`config.mk`:
```
export PLATFORM = sky130hd
export DESIGN_NAME = fsq_top
export DESIGN_NICKNAME = d
export VERILOG_FILES = /design/src/rtl/fsq_pkg.sv /design/src/rtl/fsq_idgate.sv /design/src/rtl/fsq_array.sv /design/src/rtl/fsq_seq.sv /design/src/rtl/fsq_top.sv
export SDC_FILE = /design/constraint.sdc
export NUM_CORES = 1
export LEC_CHECK = 0
export ABC_CLOCK_PERIOD_IN_PS = 5300
export BUFFER_PORTS_ARGS = -buffer_cell sky130_fd_sc_hd__buf_2
export CAP_MARGIN = 30
export CORE_ASPECT_RATIO = 1.1
export CORE_UTILIZATION = 60
export DETAILED_ROUTE_END_ITERATION = 10
export PLACE_DENSITY = 0.88
export SLEW_MARGIN = 20
export SYNTH_ARGS = -nofsm -noshare
export SYNTH_HDL_FRONTEND = slang
export SYNTH_HIERARCHICAL = 1
export SYNTH_SLANG_ARGS = --single-unit
```
`constraint.sdc`:
```
create_clock -name clk -period 5.3 [get_ports clk]
set_input_delay 0.53 -clock clk [delete_from_list [all_inputs] [get_ports clk]]
set_output_delay 0.53 -clock clk [all_outputs]
set_load 0.02 [all_outputs]
```
`src/rtl/fsq_pkg.sv`:
```
`timescale 1ns/1ps
package fsq_pkg;
    localparam int WORD_W = 16;

    typedef logic [WORD_W-1:0] word_t;

    typedef enum logic [1:0] {
        OP_NOP   = 2'b00,
        OP_PROG  = 2'b01,
        OP_ERASE = 2'b10,
        OP_RSV   = 2'b11
    } op_e;

    typedef enum logic [2:0] {
        S_IDLE,
        S_PPULSE,
        S_PVERIFY,
        S_EPULSE,
        S_EWALK
    } seq_state_e;

    typedef struct packed {
        logic tmo;
        logic lock;
        logic prog;
        logic cmd;
        logic acc;
    } err_t;

    // isolate the lowest set bit of a word
    function automatic word_t low_one(word_t x);
        return x & (~x + word_t'(1));
    endfunction

    // a zero pulse length is treated as one cycle
    function automatic logic [7:0] eff_len(logic [7:0] l);
        return (l == 8'd0) ? 8'd1 : l;
    endfunction
endpackage

```
`src/rtl/fsq_idgate.sv`:
```
`timescale 1ns/1ps
module fsq_idgate #(
    parameter int KEY_BYTES = 7,
    parameter logic [8*KEY_BYTES-1:0] KEY = '0,
    localparam int IW = $clog2(KEY_BYTES)
) (
    input  logic       clk,
    input  logic       rst,
    input  logic       id_we,
    input  logic [7:0] id_byte,
    output logic       id_ok,
    output logic       id_fail
);
    logic [IW-1:0] idx;
    logic          bad;
    logic [7:0]    exp_b;
    logic          mism;

    always_comb begin
        exp_b = KEY[idx*8 +: 8];
        mism  = (id_byte != exp_b) | ((idx != '0) & bad);
    end

    always_ff @(posedge clk) begin
        if (rst) begin
            idx     <= '0;
            bad     <= 1'b0;
            id_ok   <= 1'b0;
            id_fail <= 1'b0;
        end else if (id_we) begin
            if (idx == IW'(KEY_BYTES-1)) begin
                idx     <= '0;
                bad     <= 1'b0;
                id_ok   <= !mism;
                id_fail <= mism;
            end else begin
                idx <= idx + 1'b1;
                bad <= mism;
                if (idx == '0) begin
                    id_ok   <= 1'b0;
                    id_fail <= 1'b0;
                end
            end
        end
    end

    assert_id_excl_R2: assert property (@(posedge clk) disable iff (rst)
        !(id_ok && id_fail));
    assert_id_rise_R2: assert property (@(posedge clk) disable iff (rst)
        $rose(id_ok) |-> $past(id_we));
endmodule

```
`src/rtl/fsq_array.sv`:
```
`timescale 1ns/1ps
module fsq_array
    import fsq_pkg::*;
#(
    parameter int NWORDS = 32,
    localparam int AW = $clog2(NWORDS)
) (
    input  logic          clk,
    input  logic          rst,
    input  logic [AW-1:0] a_addr,
    output word_t         a_data,
    input  logic [AW-1:0] b_addr,
    output word_t         b_data,
    input  logic          wr_en,
    input  logic [AW-1:0] wr_addr,
    input  word_t         wr_data,
    input  logic          wr_clear_only
);
    word_t mem [NWORDS];

    assign a_data = mem[a_addr];
    assign b_data = mem[b_addr];

    always_ff @(posedge clk) begin
        if (rst) begin
            for (int i = 0; i < NWORDS; i++) mem[i] <= '1;
        end else if (wr_en) begin
            mem[wr_addr] <= wr_data;
        end
    end

    // a program pulse may only clear bits, never set them
    assert_clear_only_R5: assert property (@(posedge clk) disable iff (rst)
        (wr_en && wr_clear_only) |-> ((wr_data & ~mem[wr_addr]) == '0));
endmodule

```
`src/rtl/fsq_seq.sv`:
```
`timescale 1ns/1ps
module fsq_seq
    import fsq_pkg::*;
#(
    parameter int NBLK = 4,
    parameter int WPB = 8,
    parameter int MAXP = 8,
    parameter logic [NBLK-1:0] LOCK_INIT = 1,
    localparam int NW = NBLK * WPB,
    localparam int AW = $clog2(NW),
    localparam int WB = $clog2(WPB),
    localparam int BW = AW - WB,
    localparam int PW = $clog2(MAXP + 1)
) (
    input  logic            clk,
    input  logic            rst,
    input  logic            cmd_we,
    input  logic [1:0]      cmd_op,
    input  logic [AW-1:0]   cmd_addr,
    input  word_t           cmd_data,
    input  logic [7:0]      pulse_len,
    input  logic            lock_we,
    input  logic [NBLK-1:0] lock_mask,
    input  logic            id_ok,
    output logic [AW-1:0]   arr_addr,
    input  word_t           arr_rdata,
    output logic            wr_en,
    output logic [AW-1:0]   wr_addr,
    output word_t           wr_data,
    output logic            wr_clear_only,
    output logic            busy,
    output logic            done,
    output err_t            err,
    output logic [NBLK-1:0] lock_bits
);
    seq_state_e    state;
    logic [AW-1:0] op_addr;
    word_t         op_data;
    logic [7:0]    op_len;
    logic [7:0]    cnt;
    logic [PW-1:0] pulses;
    logic [WB-1:0] widx;
    logic [NBLK-1:0] lock;
    word_t         need;
    logic          pulse_end;
    logic [BW-1:0] cmd_blk;
    logic [BW-1:0] op_blk;

    assign lock_bits = lock;
    assign busy      = (state != S_IDLE);
    assign arr_addr  = busy ? op_addr : cmd_addr;
    assign cmd_blk   = cmd_addr[AW-1:WB];
    assign op_blk    = op_addr[AW-1:WB];
    assign need      = arr_rdata & ~op_data;
    assign pulse_end = (cnt == op_len - 8'd1);

    always_comb begin
        wr_en         = 1'b0;
        wr_addr       = op_addr;
        wr_data       = arr_rdata & ~low_one(need);
        wr_clear_only = 1'b1;
        if (state == S_PPULSE && pulse_end) wr_en = 1'b1;
        if (state == S_EWALK) begin
            wr_en         = 1'b1;
            wr_addr       = {op_blk, widx};
            wr_data       = '1;
            wr_clear_only = 1'b0;
        end
    end

    always_ff @(posedge clk) begin
        if (rst) begin
            state   <= S_IDLE;
            op_addr <= '0;
            op_data <= '0;
            op_len  <= 8'd1;
            cnt     <= '0;
            pulses  <= '0;
            widx    <= '0;
            done    <= 1'b0;
            err     <= '0;
            lock    <= LOCK_INIT;
        end else begin
            done <= 1'b0;
            case (state)
                S_IDLE: begin
                    if (lock_we && id_ok) lock <= lock_mask;
                    if (cmd_we) begin
                        err <= '0;
                        if (!id_ok) begin
                            err.acc <= 1'b1;
                            done    <= 1'b1;
                        end else if (cmd_op != OP_PROG && cmd_op != OP_ERASE) begin
                            err.cmd <= 1'b1;
                            done    <= 1'b1;
                        end else if (lock[cmd_blk]) begin
                            err.lock <= 1'b1;
                            done     <= 1'b1;
                        end else if (cmd_op == OP_PROG && |(cmd_data & ~arr_rdata)) begin
                            err.prog <= 1'b1;
                            done     <= 1'b1;
                        end else begin
                            op_addr <= cmd_addr;
                            op_data <= cmd_data;
                            op_len  <= eff_len(pulse_len);
                            cnt     <= '0;
                            pulses  <= '0;
                            widx    <= '0;
                            state   <= (cmd_op == OP_PROG) ? S_PPULSE : S_EPULSE;
                        end
                    end
                end
                S_PPULSE: begin
                    if (pulse_end) begin
                        pulses <= pulses + 1'b1;
                        state  <= S_PVERIFY;
                    end else begin
                        cnt <= cnt + 8'd1;
                    end
                end
                S_PVERIFY: begin
                    if (arr_rdata == op_data) begin
                        state <= S_IDLE;
                        done  <= 1'b1;
                    end else if (pulses == PW'(MAXP)) begin
                        err.tmo <= 1'b1;
                        state   <= S_IDLE;
                        done    <= 1'b1;
                    end else begin
                        cnt   <= '0;
                        state <= S_PPULSE;
                    end
                end
                S_EPULSE: begin
                    if (pulse_end) state <= S_EWALK;
                    else           cnt   <= cnt + 8'd1;
                end
                S_EWALK: begin
                    if (widx == WB'(WPB-1)) begin
                        state <= S_IDLE;
                        done  <= 1'b1;
                    end else begin
                        widx <= widx + 1'b1;
                    end
                end
                default: state <= S_IDLE;
            endcase
            if (busy && cmd_we) err.cmd <= 1'b1;
        end
    end

    assert_gate_R3: assert property (@(posedge clk) disable iff (rst)
        $rose(busy) |-> $past(id_ok));
    assert_lock_guard_R8: assert property (@(posedge clk) disable iff (rst)
        wr_en |-> !lock[wr_addr[AW-1:WB]]);
    assert_pulse_cap_R6: assert property (@(posedge clk) disable iff (rst)
        pulses <= PW'(MAXP));
    assert_end_done_R4: assert property (@(posedge clk) disable iff (rst)
        $fell(busy) |-> done);
    assert_accept_clean_R10: assert property (@(posedge clk) disable iff (rst)
        $rose(busy) |-> (err == '0));
    assert_done_low_R11: assert property (@(posedge clk) disable iff (rst)
        $rose(busy) |-> !done);
endmodule

```
`src/rtl/fsq_top.sv`:
```
`timescale 1ns/1ps
module fsq_top
    import fsq_pkg::*;
#(
    parameter int NBLK = 4,
    parameter int WPB = 8,
    parameter int MAXP = 8,
    parameter logic [NBLK-1:0] LOCK_INIT = 1,
    parameter logic [55:0] KEY = 56'h5AC319E7428BD6,
    localparam int AW = $clog2(NBLK * WPB)
) (
    input  logic            clk,
    input  logic            rst,
    input  logic            id_we,
    input  logic [7:0]      id_byte,
    input  logic            lock_we,
    input  logic [NBLK-1:0] lock_mask,
    input  logic            cmd_we,
    input  logic [1:0]      cmd_op,
    input  logic [AW-1:0]   cmd_addr,
    input  logic [15:0]     cmd_data,
    input  logic [7:0]      pulse_len,
    input  logic [AW-1:0]   rd_addr,
    output logic [15:0]     rd_data,
    output logic            busy,
    output logic            done,
    output logic            id_ok,
    output logic            id_fail,
    output logic            err_tmo,
    output logic            err_lock,
    output logic            err_prog,
    output logic            err_cmd,
    output logic            err_acc,
    output logic [NBLK-1:0] lock_bits
);
    logic [AW-1:0] arr_addr;
    word_t         arr_rdata;
    word_t         b_data;
    logic          wr_en;
    logic [AW-1:0] wr_addr;
    word_t         wr_data;
    logic          wr_clear_only;
    err_t          err;

    fsq_idgate #(.KEY_BYTES(7), .KEY(KEY)) u_idgate (
        .clk(clk), .rst(rst), .id_we(id_we), .id_byte(id_byte),
        .id_ok(id_ok), .id_fail(id_fail)
    );

    fsq_array #(.NWORDS(NBLK * WPB)) u_array (
        .clk(clk), .rst(rst),
        .a_addr(arr_addr), .a_data(arr_rdata),
        .b_addr(rd_addr), .b_data(b_data),
        .wr_en(wr_en), .wr_addr(wr_addr), .wr_data(wr_data),
        .wr_clear_only(wr_clear_only)
    );

    fsq_seq #(.NBLK(NBLK), .WPB(WPB), .MAXP(MAXP), .LOCK_INIT(LOCK_INIT)) u_seq (
        .clk(clk), .rst(rst),
        .cmd_we(cmd_we), .cmd_op(cmd_op), .cmd_addr(cmd_addr), .cmd_data(cmd_data),
        .pulse_len(pulse_len), .lock_we(lock_we), .lock_mask(lock_mask), .id_ok(id_ok),
        .arr_addr(arr_addr), .arr_rdata(arr_rdata),
        .wr_en(wr_en), .wr_addr(wr_addr), .wr_data(wr_data), .wr_clear_only(wr_clear_only),
        .busy(busy), .done(done), .err(err), .lock_bits(lock_bits)
    );

    assign rd_data  = id_ok ? b_data : 16'h0000;
    assign err_tmo  = err.tmo;
    assign err_lock = err.lock;
    assign err_prog = err.prog;
    assign err_cmd  = err.cmd;
    assign err_acc  = err.acc;
endmodule

```
=== After elaboration in Yosys (flattened, before gate mapping) ===
Memory sizes are Yosys's and may differ from the RTL's.
Index checks and enable logic that the tools add are counted.

* Register bits after elaboration: 63
* RAM bits: 512
* Bits of input ports: 53
* Output and inout bits: 29
* Memories: 1

* Add/subtract/negate cells: 6
* Order comparisons: 1
* Equal/unequal tests: 26
* Shifts and indexed selects: 1
* Multiplexer cells: 78
* Bitwise gates (word level): 13
* Reductions and logical operators: 31

{| class="wikitable"
|+ Memory list
! memory !! words !! bits a word !! rd ports !! clocked after Yosys merged registers in !! write ports !! line !! text
|-
| u_array.mem || 32 || 16 || 2 || 0 || 32 || fsq_array.sv:19 || <nowiki>word_t mem [NWORDS];</nowiki>
|}

{| class="wikitable"
|+ Operators with widths
! kind !! number
|-
| $mux 8 || 9
|-
| $and 16x16->16 || 4
|-
| $not 16->16 || 4
|-
| $shiftx 56x7->8 const A || 1
|-
| $mux 3 || 17
|-
| $mux 16 || 3
|-
| $reduce_or 16->1 || 2
|-
| $mux 1 || 30
|-
| $mux 4 || 6
|-
| $pmux 8 s3 || 1
|-
| $ne 2x2->1 const B || 11
|-
| $add 16x1->16 const B || 1
|-
| $eq 16x16->1 || 1
|-
| $mux 5 || 3
|-
| $pmux 3 s5 || 1
|-
| $reduce_and 7->1 || 2
|-
| $reduce_bool 2->1 || 6
|-
| $eq 3x3->1 const B || 3
|-
| $reduce_and 9->1 || 1
|-
| $reduce_bool 3->1 || 3
|-
| $add 8x1->8 const B || 1
|-
| $eq 8x8->1 || 1
|-
| $logic_not 8->1 || 1
|-
| $ne 2x1->1 const B || 4
|-
| other kinds (26) || 40
|}

=== Longest topological paths before layout ===
An unclocked memory read counts as a cell.

* Depth in word-level cells: 14
* Mapped depth: 23

=== Modules after synthesis ===
The synthesis kept the hierarchy.

{| class="wikitable"
|+ Modules (own cells, without submodules)
! module !! times used !! cells each !! area each (um^2)
|-
| fsq_array || 1 || 2,353 || 28,416.0
|-
| fsq_seq || 1 || 448 || 3,513.4
|-
| fsq_idgate || 1 || 74 || 553.0
|-
| fsq_top || 1 || 17 || 126.4
|}

=== Worst setup path after synthesis ===
Ideal clock, no wire load.

* Kind: register to register
* Start point: reg u_seq.state[1]
* End point: mem u_array/mem[21][15] in the netlist's numbering, data pin
* Setup time: 0.265 ns
* Arrival time: 4.645 ns
* Slack: 0.390 ns
* Stages on the path, launching flop included: 24
* Path buffers: 6
* Period minus slack after synthesis: 4.910 ns
* Cell sequence: dfxtp_1 buf_6 nor3_2 inv_2 nand2_1 nand2_1 buf_2 buf_6 buf_4 buf_4 mux2i_1 nand2_1 a31oi_1 nand3_1 ha_1 or4_1 nor4_1 nand2b_1 nor4_1 nand2_1 o41ai_1 nand2_1 clkbuf_1 or3_1

{| class="wikitable"
|+ RTL lines
! element !! line !! text
|-
| from (decl) || fsq_seq.sv:36 || <nowiki>seq_state_e state;</nowiki>
|-
| from (signal assigned) || fsq_seq.sv:109 || <nowiki>state <= (cmd_op == OP_PROG) ? S_PPULSE : S_EPULSE;</nowiki>
|-
| to (decl) || fsq_array.sv:19 ||
|}

==> reports/metrics.yaml <==
path_class: "reg2reg"
numCtsBuffers: 58
critPathRequiredTime_ns: 5.67
worstHoldPathType: "in2reg"
synth_most_common_cell: "mux2i_1"
cts_tree: "done"
period_share_pct: 97.4
synth_seq_area_share_pct: 51.0
rrSetupSlack_ns: 0.14
dp_cells: 3601
syn_area_per_cell_sq_um: 11.3
synth_warnings: 6
drtAntennaViolNets: 0
ctsRootBufferMaster: "clkbuf_16"
dp_hpwl_microns: 68400
synthesis.nets: 2975
synth-edff-count: 512
final.min_clock_period_ns: 5.16
crit_family: "simple AND/OR/NAND/NOR gates"
seqCellArea_sq_um: 16600
routabilityCongestion: 1.06
final.fill_count: 3808
skew_ns: 0.0152
drt_iter0_drc: 3090
diodes: 0
viasPerCell: 6.80
fmax_ghz: 0.194
drv_cap: 0
syn-instance-count: 2892
synth_top_cells_by_area: "edfxtp_1 47%, mux2i_1 16%, or2_2 5.0%, or3_1 5.0%, dfxtp_1 3.9%"
start_util_pct: 60.8
multi_input_area_sq_um: 14600
grt_max_degree: 70
clk_latency_ns: 0.64
fin_cells: 3716
grt_pass1_vias: 25419
rsz0062_at_grt: "true"
setup_viol: 0
dp_slack_ns: 0.221
setup.worst_path.start_class: "flop"
critPathBufInv: 6
synth.distinct_cells: 72
dieArea_sq_um: 55300
grt_pass1_wl_microns: 152000
status: "complete, no violations"
portBuffers: 81
die_w_microns: 224
cts.sinks: 575
areaGrowthSynthToFinish_pct: 11.4
cp_max_fo: 36
ir_drop_mv: 0.310
pin_count: 82
slowest_stage: "mux2i_1"
max_stage_delay_ns: 0.38
clk_pin_slew_worst_paths_ns: 0.06
wirelength_microns: 104000
htreeDepth: 2
p_leak_nw: 12.5
synth_commonest_cells: "531 x mux2i_1, 512 x edfxtp_1, 260 x or2_2"
worstPathCellList: "nor3_2, buf_4, nand2_1, nand2_8, buf_12, buf_12, mux2i_1, a22oi_1, a31oi_2, nand3_1, ha_1, nor4_2, buf_4, nand2b_1, nor4_1, buf_4, nand2_1, o41ai_1, nand2_1, buf_12, or3_1"
track_usage_pct: 37.1
synth_top_area_share_pct: 47.1
routedWlPerCell_microns: 27.9
vias: 25282
end_kind: "flop"
clockBufferDepth: 3
ys.flop_type: "edfxtp_1"
cp.arrival_ns: 5.53
dr.pass1.iters: 6
power_w: 0.0104
ys_ff_latch: 575
antenna_found_initial: 4
die_height_microns: 247
syn_area_sq_um: 32600
power_density_nw_per_um2: 285
final.setup.worst_slack_ns: 0.138
drc_errors: 0
core.rowCount: 89
coreArea_sq_um: 53700
final_nets: 3024
hold_viol: 0
slew_headroom_pct: 34.0
yosysTopAreaCell: "edfxtp_1"
synthArstFlopShare_pct: 0
drive_gt1_share_pct: 22.5
finalMaxSlewViolations: 0
tightest_slew_ns: 0.988
overflow: 0
-- cells in the final DEF (no fill, tap or decap), types with 9 or more instances in the layout --
cell / count
a22o_1: 64
xnor2_1: 9
or3_1: 259
clkbuf_8: 10
nor3_1: 43
nand4_1: 41
inv_1: 43
mux2i_1: 526
clkinv_1: 11
buf_2: 80
clkbuf_1: 13
a31oi_1: 33
nor2_1: 78
nand2b_1: 24
or2_2: 260
edfxtp_1: 512
clkbuf_16: 63
dfxtp_1: 63
nor2b_1: 17
o21ai_0: 14
nand3_1: 77
o21bai_1: 16
a21oi_1: 102
nand2_1: 138
ha_1: 30
buf_12: 22
and2_2: 14
buf_4: 157
a22oi_1: 129
-- power by group --
group | switching, W | internal, W
Clock | 0.00175 | 0.00237
Combinational | 0.000814 | 0.000379
Sequential | 0.0000464 | 0.00499
-- routing by layer --
layer	wire length [microns]	global-route usage, %	vias to the layer above	share of wire, %
met5	8	0	-	0.0077
met4	8720	28.2	2	8.4
met3	11400	7.45	474	11
met2	48100	60.2	1799	46
met1	35500	43.7	12143	34
li1	-	-	10864	-
-- worst register-to-register path, cell delays in order (launching register included) --
cell and delay, ns:
dfxtp_1 0.33, nor3_2 0.19, buf_4 0.20, nand2_1 0.15, nand2_8 0.17, buf_12 0.20
buf_12 0.30, mux2i_1 0.39, a22oi_1 0.23, a31oi_2 0.32, nand3_1 0.22, ha_1 0.30
nor4_2 0.22, buf_4 0.15, nand2b_1 0.07, nor4_1 0.19, buf_4 0.17, nand2_1 0.08
o41ai_1 0.29, nand2_1 0.15, buf_12 0.19, or3_1 0.39
-- final cells by class --
cell class	instances	area share, %
timing repair buffer	266	5.96
sequential	575	45.8
multi-input combinational	1996	40.1
tap	728	2.51
inverter	44	0.455
clock inverter	23	0.513
clock buffer	84	4.71
-- timing repair --
item,4_1_cts,5_1_grt
gates resized for setup,0,12
endpoints found under the setup margin,0,100
buffers inserted,0,4
hold buffers,0,0
-- path summary, 6_finish.rpt --
kind / from / endpoint / cells past startpoint
worst min-delay path: lock_mask[2] / u_seq/lock_bits[2]$_SDFFE_PP0P_ / 3
worst max register to register: u_seq/state[0]$_SDFFE_PP0P_ / u_array/mem[21][15]$_SDFFCE_PN1P_ / 21
worst min register to register: u_seq/err[3]$_SDFFE_PP0P_ / u_seq/err[3]$_SDFFE_PP0P_ / 2
worst max-delay path: u_seq/state[0]$_SDFFE_PP0P_ / u_array/mem[21][15]$_SDFFCE_PN1P_ / 21
-- cells by family (layout without fill, tap and decap cells) --
| kind of cell | count (synthesis) | after routing | share of synthesized area (%) |
|---|---|---|---|
| fa+ha+maj | 30 | 30 | 1.15 |
| flops | 575 | 575 | 51.0 |
| xor+xnor | 16 | 16 | 0.430 |
| buf+inv | 321 | 417 | 4.75 |
| simple gates | 1016 | 1016 | 17.7 |
| compound gates | 398 | 398 | 8.48 |
| mux | 536 | 536 | 16.5 |
-- per-stage QoR --
step | setup TNS (ns) | area (sq um) | utilization, % | hold slack (ns)
floorplan | 0 | 32600 | - | 0.446
global placement | 0 | 34200 | 63.8 | 0.444
detailed placement | 0 | 34300 | 63.8 | 0.458
CTS | 0 | 36200 | 67.4 | 0.113
global route | -0.743 | 36300 | 67.7 | 0.148
finish | 0 | 36300 | 67.7 | 0.139
-- sequential cells by signal, summed over array words and instances (netlist names) --
name,flops
u_array/mem,512
u_idgate/bad,1
u_idgate/id_fail,1
u_idgate/id_ok,1
u_idgate/idx,3
u_seq/cnt,8
u_seq/done,1
u_seq/err,5
u_seq/lock_bits,4
u_seq/op_addr,5
u_seq/op_data,16
u_seq/op_len,8
u_seq/pulses,4
u_seq/state,3
u_seq/widx,3
Note: power is estimated with default switching activity, not from simulation.
